## src/rtl/stack_unwind_pkg.sv

```systemverilog
package stack_unwind_pkg;
  typedef enum logic [2:0] {
    TAG_CCR = 3'd0,
    TAG_A   = 3'd1,
    TAG_X   = 3'd2,
    TAG_PCH = 3'd3,
    TAG_PCL = 3'd4
  } pull_tag_e;

  localparam int NUM_TAGS = 5;

  function automatic pull_tag_e tag_next(input pull_tag_e t);
    return pull_tag_e'(t + 3'd1);
  endfunction
endpackage

```

## src/rtl/unwind_cmd_decode.sv

```systemverilog
module unwind_cmd_decode
  import stack_unwind_pkg::*;
#(
  parameter int          OP_W   = 8,
  parameter logic [7:0]  OP_RTI = 8'h80,
  parameter logic [7:0]  OP_RTS = 8'h81,
  parameter logic [7:0]  OP_RSP = 8'h9C
) (
  input  logic            cmd_valid,
  input  logic [OP_W-1:0] cmd_op,
  output logic            start_pull,
  output pull_tag_e       first_tag,
  output logic            load_sp
);
  always_comb begin
    start_pull = 1'b0;
    load_sp    = 1'b0;
    first_tag  = TAG_CCR;
    if (cmd_valid) begin
      if (cmd_op == OP_W'(OP_RTI)) begin
        start_pull = 1'b1;
        first_tag  = TAG_CCR;
      end else if (cmd_op == OP_W'(OP_RTS)) begin
        start_pull = 1'b1;
        first_tag  = TAG_PCH;
      end else if (cmd_op == OP_W'(OP_RSP)) begin
        load_sp = 1'b1;
      end
    end
  end
endmodule

```

## src/rtl/unwind_pull_ctrl.sv

```systemverilog
module unwind_pull_ctrl
  import stack_unwind_pkg::*;
#(
  parameter int                ADDR_W = 8,
  parameter logic [ADDR_W-1:0] SP_TOP = '1
) (
  input  logic              clk,
  input  logic              rst,
  input  logic              start_pull,
  input  pull_tag_e         first_tag,
  input  logic              load_sp,
  output logic              busy_o,
  output logic              done_o,
  output logic              rd_en_o,
  output logic [ADDR_W-1:0] rd_addr_o,
  output logic [ADDR_W-1:0] sp_o,
  output logic              cap_vld_o,
  output pull_tag_e         cap_tag_o
);
  logic              busy_q, iss_act_q, rd_en_q, cap_vld_q, done_q;
  pull_tag_e         iss_tag_q, rd_tag_q, cap_tag_q;
  logic [ADDR_W-1:0] sp_q, rd_addr_q, sp_inc;

  assign sp_inc = sp_q + ADDR_W'(1);

  always_ff @(posedge clk) begin
    if (rst) begin
      busy_q    <= 1'b0;
      iss_act_q <= 1'b0;
      iss_tag_q <= TAG_CCR;
      rd_en_q   <= 1'b0;
      rd_addr_q <= '0;
      rd_tag_q  <= TAG_CCR;
      cap_vld_q <= 1'b0;
      cap_tag_q <= TAG_CCR;
      done_q    <= 1'b0;
      sp_q      <= SP_TOP;
    end else begin
      rd_en_q   <= 1'b0;
      done_q    <= 1'b0;
      cap_vld_q <= rd_en_q;
      cap_tag_q <= rd_tag_q;
      if (!busy_q) begin
        if (start_pull) begin
          busy_q    <= 1'b1;
          rd_en_q   <= 1'b1;
          rd_addr_q <= sp_inc;
          sp_q      <= sp_inc;
          rd_tag_q  <= first_tag;
          iss_act_q <= (first_tag != TAG_PCL);
          iss_tag_q <= tag_next(first_tag);
        end else if (load_sp) begin
          sp_q   <= SP_TOP;
          done_q <= 1'b1;
        end
      end else begin
        if (iss_act_q) begin
          rd_en_q   <= 1'b1;
          rd_addr_q <= sp_inc;
          sp_q      <= sp_inc;
          rd_tag_q  <= iss_tag_q;
          iss_act_q <= (iss_tag_q != TAG_PCL);
          iss_tag_q <= tag_next(iss_tag_q);
        end
        if (cap_vld_q && cap_tag_q == TAG_PCL) begin
          busy_q <= 1'b0;
          done_q <= 1'b1;
        end
      end
    end
  end

  assign busy_o    = busy_q;
  assign done_o    = done_q;
  assign rd_en_o   = rd_en_q;
  assign rd_addr_o = rd_addr_q;
  assign sp_o      = sp_q;
  assign cap_vld_o = cap_vld_q;
  assign cap_tag_o = cap_tag_q;

  AST_SP_PREINC: assert property (@(posedge clk) disable iff (rst)
    rd_en_q |-> (rd_addr_q == sp_q) && (sp_q == $past(sp_q) + ADDR_W'(1)));
  AST_RD_ONLY_BUSY: assert property (@(posedge clk) disable iff (rst)
    rd_en_q |-> busy_q);
  AST_DONE_CLEARS_BUSY: assert property (@(posedge clk) disable iff (rst)
    (done_q && $past(busy_q)) |-> !busy_q);
  AST_RSP_LOADS_TOP: assert property (@(posedge clk) disable iff (rst)
    (load_sp && !busy_q) |=> (sp_q == SP_TOP));
endmodule

```

## src/rtl/unwind_capture_regs.sv

```systemverilog
module unwind_capture_regs
  import stack_unwind_pkg::*;
#(
  parameter int DATA_W = 8
) (
  input  logic              clk,
  input  logic              rst,
  input  logic              wr_en,
  input  pull_tag_e         wr_tag,
  input  logic [DATA_W-1:0] wr_data,
  output logic [DATA_W-1:0] ccr_o,
  output logic [DATA_W-1:0] acc_o,
  output logic [DATA_W-1:0] xr_o,
  output logic [DATA_W-1:0] pch_o,
  output logic [DATA_W-1:0] pcl_o
);
  logic [DATA_W-1:0] slot_q [NUM_TAGS];

  for (genvar g = 0; g < NUM_TAGS; g++) begin : g_slot
    always_ff @(posedge clk) begin
      if (rst) begin
        slot_q[g] <= '0;
      end else if (wr_en && (wr_tag == pull_tag_e'(g))) begin
        slot_q[g] <= wr_data;
      end
    end
  end

  assign ccr_o = slot_q[TAG_CCR];
  assign acc_o = slot_q[TAG_A];
  assign xr_o  = slot_q[TAG_X];
  assign pch_o = slot_q[TAG_PCH];
  assign pcl_o = slot_q[TAG_PCL];
endmodule

```

## src/rtl/stack_unwind_seq.sv

```systemverilog
module stack_unwind_seq
  import stack_unwind_pkg::*;
#(
  parameter int                ADDR_W = 8,
  parameter int                DATA_W = 8,
  parameter int                OP_W   = 8,
  parameter logic [7:0]        OP_RTI = 8'h80,
  parameter logic [7:0]        OP_RTS = 8'h81,
  parameter logic [7:0]        OP_RSP = 8'h9C,
  parameter logic [ADDR_W-1:0] SP_TOP = '1
) (
  input  logic              clk,
  input  logic              rst,
  input  logic              cmd_valid,
  input  logic [OP_W-1:0]   cmd_op,
  output logic              stk_rd_en,
  output logic [ADDR_W-1:0] stk_rd_addr,
  input  logic [DATA_W-1:0] stk_rd_data,
  output logic              busy,
  output logic              done,
  output logic [ADDR_W-1:0] sp,
  output logic [DATA_W-1:0] ccr,
  output logic [DATA_W-1:0] acc,
  output logic [DATA_W-1:0] xr,
  output logic [DATA_W-1:0] pch,
  output logic [DATA_W-1:0] pcl
);
  logic      start_pull, load_sp, cap_vld;
  pull_tag_e first_tag, cap_tag;

  unwind_cmd_decode #(
    .OP_W(OP_W), .OP_RTI(OP_RTI), .OP_RTS(OP_RTS), .OP_RSP(OP_RSP)
  ) dec_i (
    .cmd_valid (cmd_valid),
    .cmd_op    (cmd_op),
    .start_pull(start_pull),
    .first_tag (first_tag),
    .load_sp   (load_sp)
  );

  unwind_pull_ctrl #(.ADDR_W(ADDR_W), .SP_TOP(SP_TOP)) ctrl_i (
    .clk       (clk),
    .rst       (rst),
    .start_pull(start_pull),
    .first_tag (first_tag),
    .load_sp   (load_sp),
    .busy_o    (busy),
    .done_o    (done),
    .rd_en_o   (stk_rd_en),
    .rd_addr_o (stk_rd_addr),
    .sp_o      (sp),
    .cap_vld_o (cap_vld),
    .cap_tag_o (cap_tag)
  );

  unwind_capture_regs #(.DATA_W(DATA_W)) regs_i (
    .clk    (clk),
    .rst    (rst),
    .wr_en  (cap_vld),
    .wr_tag (cap_tag),
    .wr_data(stk_rd_data),
    .ccr_o  (ccr),
    .acc_o  (acc),
    .xr_o   (xr),
    .pch_o  (pch),
    .pcl_o  (pcl)
  );

  AST_CCR_ONLY_IN_SEQ: assert property (@(posedge clk) disable iff (rst)
    !$stable(ccr) |-> $past(busy));
  AST_IDLE_NO_READ: assert property (@(posedge clk) disable iff (rst)
    (!busy && !start_pull) |=> !stk_rd_en);
endmodule

```

## config.mk

```make
export PLATFORM = sky130hd
export DESIGN_NAME = stack_unwind_seq
export DESIGN_NICKNAME = d
export VERILOG_FILES = /design/src/rtl/stack_unwind_pkg.sv /design/src/rtl/unwind_cmd_decode.sv /design/src/rtl/unwind_pull_ctrl.sv /design/src/rtl/unwind_capture_regs.sv /design/src/rtl/stack_unwind_seq.sv
export SDC_FILE = /design/constraint.sdc
export NUM_CORES = 1
export LEC_CHECK = 0
export BUFFER_PORTS_ARGS = -buffer_cell sky130_fd_sc_hd__buf_2
export CAP_MARGIN = 20
export CORE_MARGIN = 1
export CORE_UTILIZATION = 52
export DETAILED_ROUTE_END_ITERATION = 6
export PLACE_DENSITY = 0.79
export SLEW_MARGIN = 20
export SYNTH_ARGS = -nofsm -noshare
export SYNTH_HDL_FRONTEND = slang
export SYNTH_HIERARCHICAL = 1
export SYNTH_SLANG_ARGS = --single-unit
```

## constraint.sdc

```tcl
create_clock -name clk -period 2.4 [get_ports clk]
set_input_delay 0.12 -clock clk [delete_from_list [all_inputs] [get_ports clk]]
set_output_delay 0.12 -clock clk [all_outputs]
set_load 0.1 [all_outputs]
```

==> key figures, run 1 <==
STA
  – Final-report max-slew violation count: 0
  – FMAX: about 560 MHz
  – Hold Vio Cnt, Final: 0
  – RSZ-0062 raised after global routing: no
  – Final critical-path required period: ~1800 ps
  – Final setup violation count: 0
  – Final setup TNS: 0 ps
  – Clock Skew: between 5 and 6 ps
  – Worst slew pin tran: 566 ps
  – Final Worst Setup Slack: roughly 630 ps
  – Final period util: about three quarters
  – Worst slew margin: between 60% and 70%

Min path
  – Worst Hold Path EP: regs_i/slot_q[4][6]$_SDFFCE_PN0P_
  – Hold wc startpoint: stk_rd_data[6]
  – Worst min path class: in2reg
  – Hold depth: 2

Critical path
  – Crit path arrival time: slightly below 2000 ps
  – Reg2reg setup slack: 630 ps
  – Crit path max-delay cell type: dfxtp_2
  – WP buf/inv: 0
  – Crit-path max FO: 18
  – WP data required: around 2600 ps
  – Slowest stage delay, CP: 560 ps
  – Critical Path, Cell by Cell: mux2_2, ha_1, xor2_1, a211oi_1, a211oi_1
  – Reg-to-reg startpoint: ctrl_i/busy_o$_SDFF_PP0_
  – Crit. End Element: register
  – Worst setup path category: reg2reg
  – Most Frequent Cell on Critical Path: a211oi_1
  – CP startpoint: ctrl_i/busy_o$_SDFF_PP0_
  – FF-to-FF End: ctrl_i/iss_tag_q[2]$_SDFFE_PP0P_
  – Worst path top cell family by delay: flip-flops
  – R2R depth: 5
  – Critical Path Start Type: register

Routing
  – Via-to-Cell Ratio: 5.44
  – Antenna-violating nets left: 0
  – DRC marker count from the first detailed-route iteration: roughly 260
  – Post-route DRC: 0
  – Final wirelength: just under 6000 um
  – Initial DRT Pass Iterations: 4
  – Vias: 2243
  – Wire per inst: approximately 14 um

CTS
  – CTS tree: built
  – CTS HTree Levels: 3
  – Resized cells post-CTS: 0
  – CTS root buf: clkbuf_8
  – CTS Buf Count: 9
  – Worst-path clk slew: around 70 ps
  – Setup bufs post-CTS: 0
  – Hold buffers post-CTS: 0
  – Clock sinks: 70
  – Worst-Skew Late Latency: approximately 340 ps
  – Clock buffer depth: 2

Logic synthesis
  – Synth Net Count: ~280
  – Ys flop type: edfxtp_1
  – Synth top area share: between 30% and 40%
  – Post-synthesis average cell area: around 12 um^2
  – Post-synth EDFFs: 40
  – Synth Cell Area: slightly above 0.003 mm^2
  – Yosys warns: 6
  – FFs w/ async S/R, synth: 0%
  – Cell variety after synth: 55
  – Post-synth top area cell: edfxtp_1
  – Post-Synthesis Cells: 263
  – Top cells by area, synth: edfxtp_1 (40%), dfxtp_1 (20%), nor2_1 (5.4%), nand4bb_1 (3.3%), and3_1 (1.9%)
  – Seq/Total Area, Yosys: 59.3%
  – #FFs+latches synth: 70

Final layout
  – Fill count: between 400 and 500
  – Nets@finish: around 360
  – Layout overhead on the synthesized area: 20.2%
  – Share of layout cells above drive strength 1: between 30% and 40%
  – Ant. Diodes: 0

Power
  – VDD IR max: 0.388 mV
  – Power per Cell Area: about 760 mW/mm^2
  – Leakage: between 0.0015 and 0.002 uW
  – Design Power: about 2800 uW

GRT
  – Total global routing overflow: 0
  – Global-route wire length before repair: 9810 um
  – Antenna violations before repair: 0
  – Largest net degree at the start of global routing: 35
  – Met3 Usage GRT: 4.42%
  – Met1 Use GR: roughly 25%
  – Global routing met2 resource utilization: a little over a third
  – Total track usage: a little over a fifth
  – Vias in the first global route: 2114
  – Layer with the highest usage: met2

Place
  – Hpwl dp: between 4000 and 5000 um
  – Placer Congestion: ~0.78
  – Port bufs: slightly below 80
  – Pre-CTS setup slack: 465 ps

Die
  – IO Pins: 78
  – Initial Utilization: between 50% and 60%
  – Die Y: between 70 and 80 um
  – Die area: 0.00615 mm^2
  – Core Area: approximately 0.0056 mm^2
  – Count of standard-cell rows: 27
  – DIE WIDTH: just under 80 um

Run
  – Max_cap viols: 0

Status
  – Run status: finished, final reports clean
state kept, by name (all words and copies together), names as in the netlist:
register / count
ctrl_i/iss_tag_q: 3
ctrl_i/rd_tag_q: 3
ctrl_i/cap_vld_o: 1
ctrl_i/cap_tag_o: 3
ctrl_i/busy_o: 1
ctrl_i/iss_act_q: 1
ctrl_i/rd_en_o: 1
regs_i/slot_q: 40
ctrl_i/done_o: 1
ctrl_i/rd_addr_o: 8
ctrl_i/sp_o: 8
cells in the final DEF (no fill, tap or decap), types with 3 or more instances in the layout:
master	n
edfxtp_1	40
a31o_1	4
or3_1	3
bufinv_16	3
a21oi_1	8
nor2b_1	5
nand2b_1	3
o21ai_0	11
dfxtp_1	29
inv_1	6
xor2_1	3
nor3_1	3
nand4bb_1	9
nor2_1	44
o31ai_1	3
a211oi_1	7
clkbuf_8	9
nand2_1	12
a31oi_1	4
and3_1	9
buf_2	77
logic make-up after synthesis:
group / count (synthesis) / synth area share [%]
DFF: 70 / 59.3
muxes: 5 / 2.31
buffers and inverters: 23 / 4.28
and+or+nand+nor: 107 / 20.3
adders and majority gates: 2 / 0.823
other: 1 / 0.123
xor gates and xnor gates: 5 / 1.44
AOI/OAI and AO/OA: 50 / 11.5
routing by layer:
metal  up-vias  share of wire, %
li1       1104                 -
met1      1063                44
met2        58                49
met3        18               4.2
met4         0               3.0
met5         -                 0
how the worst max path moves through the flow:
stage / depth (start not counted) / end / slack, ps
3_5_place_dp: 8 / ctrl_i/iss_tag_q[2]$_SDFFE_PP0P_ / 460
2_1_floorplan: 4 / ctrl_i/rd_addr_o[6]$_SDFFE_PP0P_ / 290
6_report: 5 / ctrl_i/iss_tag_q[2]$_SDFFE_PP0P_ / 630
5_1_grt: 5 / ctrl_i/iss_tag_q[2]$_SDFFE_PP0P_ / 540
3_3_place_gp: 8 / ctrl_i/iss_tag_q[2]$_SDFFE_PP0P_ / 530
4_1_cts: 5 / ctrl_i/iss_tag_q[2]$_SDFFE_PP0P_ / 650
metrics by stage:
stage	util, %	std cells	instance area (um^2)	hold slack [ps]
after global routing	65.5	412	3650	101
after CTS	65.5	412	3650	99.0
after floorplan	-	263	3040	343
after detailed placement	61.3	396	3420	454
after global placement	61.3	396	3420	440
final	65.5	412	3650	106
power by group:
part	switching, uW	internal [uW]	leakage [uW]
clock	436	685	0.000121
sequential	18.0	1290	0.000659
combinational	290	55.9	0.000759
total	744	2030	0.00154
cell type report:
| type | count | area (um^2) | share of cell area (%) |
|---|---|---|---|
| sequential | 70 | 1800 | 49.4 |
| multi-input combinational | 170 | 1110 | 30.3 |
| timing repair buffer | 78 | 393 | 10.8 |
| clock buffer | 9 | 124 | 3.39 |
| clock inverter | 7 | 113 | 3.08 |
| tap | 72 | 90.1 | 2.47 |
| inverter | 6 | 22.5 | 0.617 |
synth_stat cells, types with 2 or more instances:
cell type / instances
o21ba_2: 2
o31ai_1: 3
nand3_1: 2
buf_4: 5
and3_1: 9
edfxtp_1: 40
nand2b_1: 3
or3_1: 3
buf_6: 2
a31oi_1: 4
ha_1: 2
clkbuf_1: 2
inv_1: 6
dfxtp_1: 30
nand2_1: 12
o311ai_0: 2
nand4_1: 2
mux2_2: 2
nor2_1: 44
and2b_1: 2
o21ai_0: 11
a211oi_1: 7
xnor2_1: 2
o41ai_1: 2
buf_2: 7
nor2b_1: 5
a31o_1: 4
a21oi_1: 8
nand4bb_1: 9
xor2_1: 3
nor3_1: 3
and4_1: 2
worst reg2reg max path, delay by kind of cell, from the launching register on:
family          cells  cell delay [ps]
mux                 1              410
flops               1              560
compound gates      2              310
xor+xnor            1              150
fa+ha+maj           1              210
No activity file was read; power rests on OpenSTA's default activity.
==> inputs of run 2 (changes only) <==
CORE_UTILIZATION = 47   (was 52)
PLACE_DENSITY = 0.75   (was 0.79)
clock period = 1.6 ns   (was 2.4 ns; I/O delays follow)
==> key figures, run 2 (synthesis gave the netlist of run 1 again) <==
Critical path
  – Reg2reg setup slack: roughly 100 ps
  – Crit. End Element: register
  – WP data required: approximately 1900 ps
  – Critical Path, Cell by Cell: buf_2, or4_4, nor3_4, mux2_2, ha_4, nand2_1, xor2_1, a211oi_1
  – Critical Path Start Type: input port
  – Slowest stage delay, CP: about 570 ps
  – Crit-path max FO: 4
  – Worst setup path category: in2reg
  – WP buf/inv: 1
  – Worst path top cell family by delay: simple AND/OR/NAND/NOR gates
  – Crit path max-delay cell type: or4_4
  – Crit path arrival time: about 1800 ps

Routing
  – Final wirelength: 6290 um
  – Antenna-violating nets left: 0
  – Via-to-Cell Ratio: 5.39
  – Vias: approximately 2300
  – Wire per inst: between 10 and 15 um
  – DRC marker count from the first detailed-route iteration: ~110
  – Initial DRT Pass Iterations: 4
  – Post-route DRC: 0

Power
  – Net Sw Frac: between 20% and 30%
  – Cell-internal power: 2730 uW
  – Design Power: ~3800 uW
  – Leakage: around 0.0016 uW
  – Reg power frac: 51.0%
  – Net Sw Power: 1110 uW
  – VDD IR max: 0.814 mV
  – Power per Cell Area: 1020 mW/mm^2
  – Clk pwr share: 35.3%
  – Combinational group share of total power: between 10% and 20%

GRT
  – Global-route wire length before repair: 10100 um
  – Antenna violations before repair: 0
  – Total track usage: about 20%
  – Total global routing overflow: 0
  – Largest net degree at the start of global routing: 26
  – Vias in the first global route: roughly 2100

STA
  – Final period util: between 90% and 100%
  – Final setup violation count: 0
  – FMAX: around 660 MHz
  – Final Hold Slack: roughly 62 ps
  – RSZ-0062 raised after global routing: no
  – Hold Vio Cnt, Final: 0
  – Final-report max-slew violation count: 0
  – Clock Skew: roughly 5.9 ps
  – Final critical-path required period: around 1500 ps

Die
  – Count of standard-cell rows: 28
  – IO Pins: 78
  – Die area: 0.00679 mm^2
  – Core Area: roughly 0.0061 mm^2
  – Die Y: 82.4 um
  – Initial Utilization: roughly half
  – DIE WIDTH: ~80 um

Final layout
  – Max FFs per register: 40
  – Final core occ: between 60% and 70%
  – Commonest non-fill, non-tap cell in the layout: buf_2
  – Ant. Diodes: 0
  – Largest Register: regs_i/slot_q
  – Nets@finish: between 300 and 400
  – Layout overhead on the synthesized area: 23.5%
  – Share of layout cells above drive strength 1: 36.4%
  – Most frequent cells in the layout: buf_2 (77), nor2_1 (43), edfxtp_1 (40)

Place
  – Hpwl dp: between 4000 and 5000 um
  – Placer Congestion: 0.782
  – Port bufs: 77

Min path
  – Worst min path class: in2reg

Status
  – Run status: finished, final reports clean

CTS
  – CTS Buf Count: 9
  – CTS root buf: clkbuf_8
  – Clock sinks: 70
  – CTS tree: built
  – Hold buffers post-CTS: 0
  – CTS HTree Levels: 3
  – Clock buffer depth: 2
  – Worst-Skew Late Latency: approximately 340 ps
  – Worst-path clk slew: 70 ps

Run
  – Max_cap viols: 0
==> run 2: changes by cell type in the layout (fill, tap and decap cells not counted), moves of 2 or more <==
cell	change
dfxtp_4	+4
buf_4	+12
bufinv_16	-2
dfxtp_1	-7
dfxtp_2	+3
==> run 2: layer usage <==
| layer | wire, um | global-route usage (%) | vias to the layer above |
|---|---|---|---|
| met5 | 0 | 0 | - |
| met4 | 12 | 4.74 | 0 |
| met3 | 401 | 6.37 | 5 |
| met2 | 3240 | 35.5 | 73 |
| met1 | 2640 | 23.4 | 1093 |
| li1 | - | - | 1132 |
==> run 2: worst register-to-register path, delay by kind of cell (launching register included) <==
kind | cells | cell delay [ps]
compound gates | 1 | 200
buf+inv | 1 | 190
flops | 1 | 430
mux | 1 | 420
simple gates | 1 | 170
==> run 2: what timing repair did <==
item                                   in CTS  in global routing
setup endpoints to repair                   0                  1
setup buffers                               0                  1
resized for setup                           0                  2
endpoints found under the hold margin       0                  0
==> run 2: power by group through the flow <==
stage,sequential (uW),combinational (uW),clock [uW]
after global routing,1970,550,1470
after CTS,1960,526,1400
after global placement,2000,519,0
after floorplan,2350,91.8,0
final,1960,527,1360
after detailed placement,2000,525,0
==> run 2: layout make-up <==
class,instances,area [um^2]
inverters,6,22.5
clock buffers,9,124
well taps,75,93.8
fillers,517,2310
repair buffers,90,483
flip-flops and latches,70,1820
multi-input cells,170,1140
clock inverters,7,65.1
==> run 2: path summary, 6_finish.rpt <==
path	depth (start not counted)	endpoint	startpoint
worst max-delay path	8	ctrl_i/iss_tag_q[2]$_SDFFE_PP0P_	cmd_op[5]
worst min-delay path	2	regs_i/slot_q[4][6]$_SDFFCE_PN0P_	stk_rd_data[6]
worst max register to register	4	ctrl_i/sp_o[3]$_SDFFE_PP1P_	ctrl_i/busy_o$_SDFF_PP0_
worst min register to register	2	ctrl_i/rd_addr_o[1]$_SDFFE_PP0P_	ctrl_i/rd_addr_o[1]$_SDFFE_PP0P_
==> run 2: per-stage QoR <==
step | worst slack [ps] | cells | instance area (um^2) | setup TNS (ps)
after global routing | 17.5 | 427 | 3750 | 0
final | 80.0 | 427 | 3750 | 0
after floorplan | -208 | 263 | 3090 | -209
after global placement | -232 | 410 | 3540 | -833
after CTS | 58.9 | 426 | 3730 | 0
after detailed placement | -300 | 410 | 3540 | -1250
